===== src/rtl/startup_seq.sv =====
module startup_seq #(
  parameter int SYNC_STAGES = 2
) (
  input  logic       clk,
  input  logic       rst_n,
  input  logic       vcc_trip,
  input  logic       vcc_uvlo,
  input  logic       vcc_hlo,
  input  logic       vcc_start,
  input  logic       lat_ok,
  input  logic       pfc_ss_ok,
  input  logic       fb_ss_ok,
  input  logic       bus_start,
  input  logic       pfc_ovp,
  input  logic       mains_low,
  input  logic       mains_ok,
  input  logic       ctrl_tmo,
  input  logic       flt_latch,
  input  logic       flt_restart,
  output logic [1:0] chg_mode,
  output logic       latch_drv,
  output logic       ss_chg,
  output logic       pfc_drv,
  output logic       fb_drv
);
  localparam int NIN = 14;
  localparam int IDLE = 0, INIT = 1, PFC = 2, FLY = 3, RSTR = 4, LAT = 5;
  localparam logic [5:0] S_IDLE = 6'b000001;
  localparam logic [5:0] S_INIT = 6'b000010;
  localparam logic [5:0] S_PFC  = 6'b000100;
  localparam logic [5:0] S_FLY  = 6'b001000;
  localparam logic [5:0] S_RSTR = 6'b010000;
  localparam logic [5:0] S_LAT  = 6'b100000;
  localparam logic [1:0] CHG_OFF = 2'b00, CHG_LOW = 2'b01, CHG_HIGH = 2'b10;

  logic [NIN-1:0] raw;
  logic [NIN-1:0] sync [SYNC_STAGES];
  logic [NIN-1:0] s;

  assign raw = {flt_restart, flt_latch, ctrl_tmo, mains_ok, mains_low, pfc_ovp,
                bus_start, fb_ss_ok, pfc_ss_ok, lat_ok, vcc_start, vcc_hlo,
                vcc_uvlo, vcc_trip};

  always_ff @(posedge clk or negedge rst_n) begin
    if (!rst_n) begin
      for (int i = 0; i < SYNC_STAGES; i++) sync[i] <= '0;
    end else begin
      sync[0] <= raw;
      for (int i = 1; i < SYNC_STAGES; i++) sync[i] <= sync[i-1];
    end
  end
  assign s = sync[SYNC_STAGES-1];

  logic trip_s, uvlo_s, hlo_s, start_s, lat_s, pss_s, fss_s, bus_s;
  logic ovp_s, mlow_s, mok_s, tmo_s, flat_s, frst_s;
  assign {frst_s, flat_s, tmo_s, mok_s, mlow_s, ovp_s, bus_s, fss_s,
          pss_s, lat_s, start_s, hlo_s, uvlo_s, trip_s} = s;

  logic [5:0] st, st_n;
  logic       hyst, hyst_n, hold;
  logic       running;

  assign running = st[INIT] | st[PFC] | st[FLY];

  always_comb begin
    st_n = st;
    if (st[IDLE]) begin
      if (start_s) st_n = S_INIT;
    end else if (running) begin
      if (flat_s)                                   st_n = S_LAT;
      else if (frst_s)                              st_n = S_RSTR;
      else if (st[INIT] && !uvlo_s)                 st_n = S_IDLE;
      else if (!uvlo_s || (st[FLY] && tmo_s))       st_n = S_RSTR;
      else if (st[INIT] && lat_s && pss_s)          st_n = S_PFC;
      else if (st[PFC] && bus_s && fss_s)           st_n = S_FLY;
    end else if (st[RSTR]) begin
      if (!uvlo_s) st_n = S_IDLE;
    end else if (st[LAT]) begin
      if (!trip_s) st_n = S_IDLE;
    end else begin
      st_n = S_IDLE;
    end
  end

  always_comb begin
    hyst_n = 1'b0;
    if (st_n[PFC] && !st[PFC])     hyst_n = 1'b1;
    else if (st[PFC] && st_n[PFC]) hyst_n = start_s ? 1'b0 : (!hlo_s ? 1'b1 : hyst);
    else if (st[LAT] && st_n[LAT]) hyst_n = !uvlo_s ? 1'b1 : (start_s ? 1'b0 : hyst);
  end

  always_ff @(posedge clk or negedge rst_n) begin
    if (!rst_n) begin
      st   <= S_IDLE;
      hyst <= 1'b0;
      hold <= 1'b0;
    end else begin
      st   <= st_n;
      hyst <= hyst_n;
      if (mlow_s)     hold <= 1'b1;
      else if (mok_s) hold <= 1'b0;
    end
  end

  always_comb begin
    chg_mode = CHG_OFF;
    if (st[IDLE])             chg_mode = !trip_s ? CHG_LOW : (!uvlo_s ? CHG_HIGH : CHG_LOW);
    else if (st[PFC] | st[LAT]) chg_mode = hyst ? CHG_HIGH : CHG_OFF;
  end

  assign latch_drv = running;
  assign ss_chg    = running;
  assign pfc_drv   = (st[PFC] | st[FLY]) & ~ovp_s & ~hold;
  assign fb_drv    = st[FLY];

  assert_fb_entry_R4: assert property (@(posedge clk) disable iff (!rst_n)
    $rose(fb_drv) |-> $past(fss_s && bus_s)) else $error("flyback started without soft-start");
  assert_fb_charge_off_R4: assert property (@(posedge clk) disable iff (!rst_n)
    fb_drv |-> chg_mode == CHG_OFF) else $error("charge on during flyback");
  assert_pfc_entry_R3: assert property (@(posedge clk) disable iff (!rst_n)
    $rose(st[PFC]) |-> $past(lat_s && pss_s)) else $error("pfc entered without enables");
  assert_pfc_needs_latch_R3: assert property (@(posedge clk) disable iff (!rst_n)
    pfc_drv |-> latch_drv) else $error("pfc drive without latch drive");
  assert_latched_holds_R13: assert property (@(posedge clk) disable iff (!rst_n)
    (st[LAT] && trip_s) |=> st[LAT]) else $error("latched state left");
  assert_latched_quiet_R9: assert property (@(posedge clk) disable iff (!rst_n)
    st[LAT] |-> (!pfc_drv && !fb_drv && !latch_drv)) else $error("drive in latched state");
  assert_restart_quiet_R7: assert property (@(posedge clk) disable iff (!rst_n)
    st[RSTR] |-> (chg_mode == CHG_OFF && !pfc_drv && !fb_drv)) else $error("restart not quiet");
  assert_state_onehot_R2: assert property (@(posedge clk) disable iff (!rst_n)
    $onehot(st)) else $error("state not one-hot");
endmodule


===== config.mk =====
export PLATFORM = sky130hd
export DESIGN_NAME = startup_seq
export DESIGN_NICKNAME = d
export VERILOG_FILES = /design/src/rtl/startup_seq.sv
export SDC_FILE = /design/constraint.sdc
export NUM_CORES = 1
export LEC_CHECK = 0
export BUFFER_PORTS_ARGS = -buffer_cell sky130_fd_sc_hd__buf_2
export CAP_MARGIN = 20
export CELL_PAD_IN_SITES_DETAIL_PLACEMENT = 0
export CELL_PAD_IN_SITES_GLOBAL_PLACEMENT = 1
export CORE_ASPECT_RATIO = 1.1
export CORE_MARGIN = 3
export CORE_UTILIZATION = 46
export CTS_CLUSTER_DIAMETER = 30
export DETAILED_ROUTE_END_ITERATION = 6
export PLACE_DENSITY = 0.82
export SETUP_SLACK_MARGIN = 0.02
export SLEW_MARGIN = 25
export SYNTH_ARGS = -nofsm -noshare
export SYNTH_HDL_FRONTEND = slang
export SYNTH_SLANG_ARGS = --single-unit

===== constraint.sdc =====
create_clock -name clk -period 3.8 [get_ports clk]
set_input_delay 0.76 -clock clk [delete_from_list [all_inputs] [get_ports clk]]
set_output_delay 0.76 -clock clk [all_outputs]
set_load 0.02 [all_outputs]

==> flow_metrics.env <==
export IMPL_clock_latency_ps=320
export IMPL_gr_total_overflow=0
export IMPL_drc=0
export IMPL_start_util=0.496
export IMPL_netlist_area_leader_share=0.682
export IMPL_synthTopCellsByCount="dfrtp_1 (35), o21ai_0 (7), nor2b_1 (5)"
export IMPL_netlist_top_cells_area="dfrtp_1 (68%), o21ai_0 (2.7%), nor2b_1 (2.4%)"
export IMPL_grtUsageTotal=0.139
export IMPL_ir_worst_vdd_mv=0.298
export IMPL_pwr_share_clk=0.242
export IMPL_mappedNetlistNets=111
export IMPL_max_stage_delay_ps=440
export IMPL_cts_resized=0
export IMPL_power_frac_comb=0.196
export IMPL_rsz0062_at_grt="no"
export IMPL_start_kind="register"
export IMPL_clock_skew_ps=5.53
export IMPL_area_growth_synth_to_final_pct=14.8
export IMPL_ant_nets=0
export IMPL_grt_max_degree=37
export IMPL_worst_ep_required_time_ps=3040
export IMPL_grt_pass1_vias=796
export IMPL_cts_tree="done"
export IMPL_path_cells="nor3_2, inv_1, buf_2"
export IMPL_ys_types=31
export IMPL_ys_ff_latch=36
export IMPL_holdCritPathClass="reg -> reg"
export IMPL_crit_arrival_ps=1440
export IMPL_leakage_nw=0.681
export IMPL_antenna_cells=0
export IMPL_fmax_mhz=455
export IMPL_dp_slack_ps=1960
export IMPL_pwr_density_cell_mw_per_mm2=561
export IMPL_timing_final_max_slew_violations=0
export IMPL_first_pass_iters=4
export IMPL_die_x_um=56.4
export IMPL_via_count=796
export IMPL_ctsHtreeMaxLevel=2
export IMPL_cts_setup_buffers=0
export IMPL_async_flop_share=1.00
export IMPL_synth_edf_count=0
export IMPL_status="completed"
export IMPL_relSlewSlack=0.514
export IMPL_clockBufferDepth=2
export IMPL_syn_area_per_cell_um2=13.5
export IMPL_p_seq_frac=0.562
export IMPL_synth_seq_area_share=0.702
export IMPL_grt_pass1_wl_um=3500
export IMPL_path_class="reg -> out"
export IMPL_clk_pin_slew_ps=100
export IMPL_cap_viol_max_count=0
export IMPL_fin_nets=137
export IMPL_worst_pin_slew_ps=729
export IMPL_cts_buffers=5
export IMPL_syn_area_mm2=0.00128
export IMPL_root_buffer="clkbuf_4"
export IMPL_die_height_um=61.4
export IMPL_pin_count=22
export IMPL_fin_setup_tns_ps=0
export IMPL_path_max_fanout=6
export IMPL_drive_gt1_frac=0.279
export IMPL_yosysTopAreaCell="dfrtp_1"
export IMPL_synthFlopType="dfrtp_1"
export IMPL_synthCells=95
export IMPL_place_area_mm2=0.00142
export IMPL_timing_hold_violations_final=0
export IMPL_dieArea_mm2=0.00346
export IMPL_post_route_period_util=0.578
export IMPL_dp_hpwl_um=1510
export IMPL_layout_min_cycle_time_ps=2200
export IMPL_synth_most_common_cell="dfrtp_1"
export IMPL_utilization=0.569
export IMPL_cts_sinks=36
export IMPL_std_cell_rows=19
export IMPL_cts_hold_buf=0
export IMPL_wl_per_cell_um=13.5
export IMPL_place_congestion=0.882
export IMPL_critPathCaptureType="output pin"
export IMPL_final_area_mm2=0.00148
export IMPL_critical_path_slowest_cell="dfrtp_1"
export IMPL_vias_per_cell=5.20
export IMPL_finalSetupViolCount=0
export IMPL_io_buffers=21
export IMPL_core_area_mm2=0.00259
export IMPL_ys_warn_count=0
export IMPL_p_int_w=0.000580
export IMPL_setup_ws_ps=1600
export IMPL_drt_iter0_drc=6
export IMPL_switching_share=0.299
export IMPL_switching_power_w=0.000247
export IMPL_antenna_found_initial=0
export IMPL_routed_wl_um=2060
-- worst max-delay path, delay by kind of cell (launching register included) --
kind | cells | cell delay, ps
simple gates | 1 | 330
flops | 1 | 440
buf+inv | 2 | 340
-- logic make-up (layout without fill, tap and decap cells) --
kind of cell,count (synthesis),in the layout,synth area share
and+or+nand+nor,26,26,0.125
buffers and inverters,6,33,0.0214
DFF,36,36,0.702
AOI/OAI and AO/OA,27,27,0.152
-- flip-flops by register name (all words and copies together) (netlist names) --
register  count
hold          1
hyst          1
s            14
st            6
sync         14
-- final timing paths --
| path | slack [ps] | startpoint | depth (start not counted) | to |
|---|---|---|---|---|
| min reg2reg | 350 | sync[15] | 0 | s[1] |
| max in group asynchronous | 2850 | rst_n | 1 | sync[27] |
| max | 1600 | st[1] | 3 | ss_chg |
| min | 350 | sync[15] | 0 | s[1] |
| max reg2reg | 2190 | s[1] | 4 | hyst |
| min in group asynchronous | 490 | rst_n | 1 | hyst |
-- final cells by class --
class / instances / area (um^2)
fillers: 222 / 1120
flip-flops and latches: 36 / 902
multi-input cells: 53 / 355
repair buffers: 21 / 105
clock buffers: 8 / 58.8
well taps: 31 / 38.8
inverters: 4 / 15.0
-- power groups by stage --
stage                     registers [W]  logic, W  clock network [W]
after floorplan                0.000449  0.000136                  0
after global placement         0.000469  0.000163                  0
after detailed placement       0.000472  0.000165                  0
after CTS                      0.000464  0.000165           0.000209
after global routing           0.000470  0.000180           0.000227
final                          0.000465  0.000162           0.000201
-- stage by stage --
| step | hold slack (ps) | power (W) | instances |
|---|---|---|---|
| 3_3_place_gp | 332 | 0.000632 | 145 |
| 2_1_floorplan | 331 | 0.000586 | 95 |
| 5_1_grt | 366 | 0.000877 | 153 |
| 3_5_place_dp | 335 | 0.000636 | 145 |
| 4_1_cts | 353 | 0.000839 | 153 |
| 6_report | 350 | 0.000827 | 153 |
-- cell usage in the layout, fill, tap and decap left out, types with 2 or more instances in the layout --
cell	netlist	final
o21ai_0	7	7
nand2_1	3	3
dfrtp_1	35	35
nor2b_1	5	5
o2bb2ai_1	2	2
and3_1	2	2
inv_1	4	4
o21a_1	2	2
nor2_1	3	3
buf_2	1	21
clkbuf_4	0	5
o311ai_0	2	2
clkbuf_1	0	2
nor3_2	2	2
a22oi_1	2	2
a21oi_1	4	4
nand3_1	4	4
a211oi_1	2	2
-- metal layers --
| metal | global-route usage | part of all wire |
|---|---|---|
| met3 | 0.0461 | 0.058 |
| met4 | 0.0814 | 0.026 |
| met1 | 0.152 | 0.43 |
| met2 | 0.242 | 0.48 |
| met5 | 0 | 0 |
No activity file was read; power rests on OpenSTA's default activity.
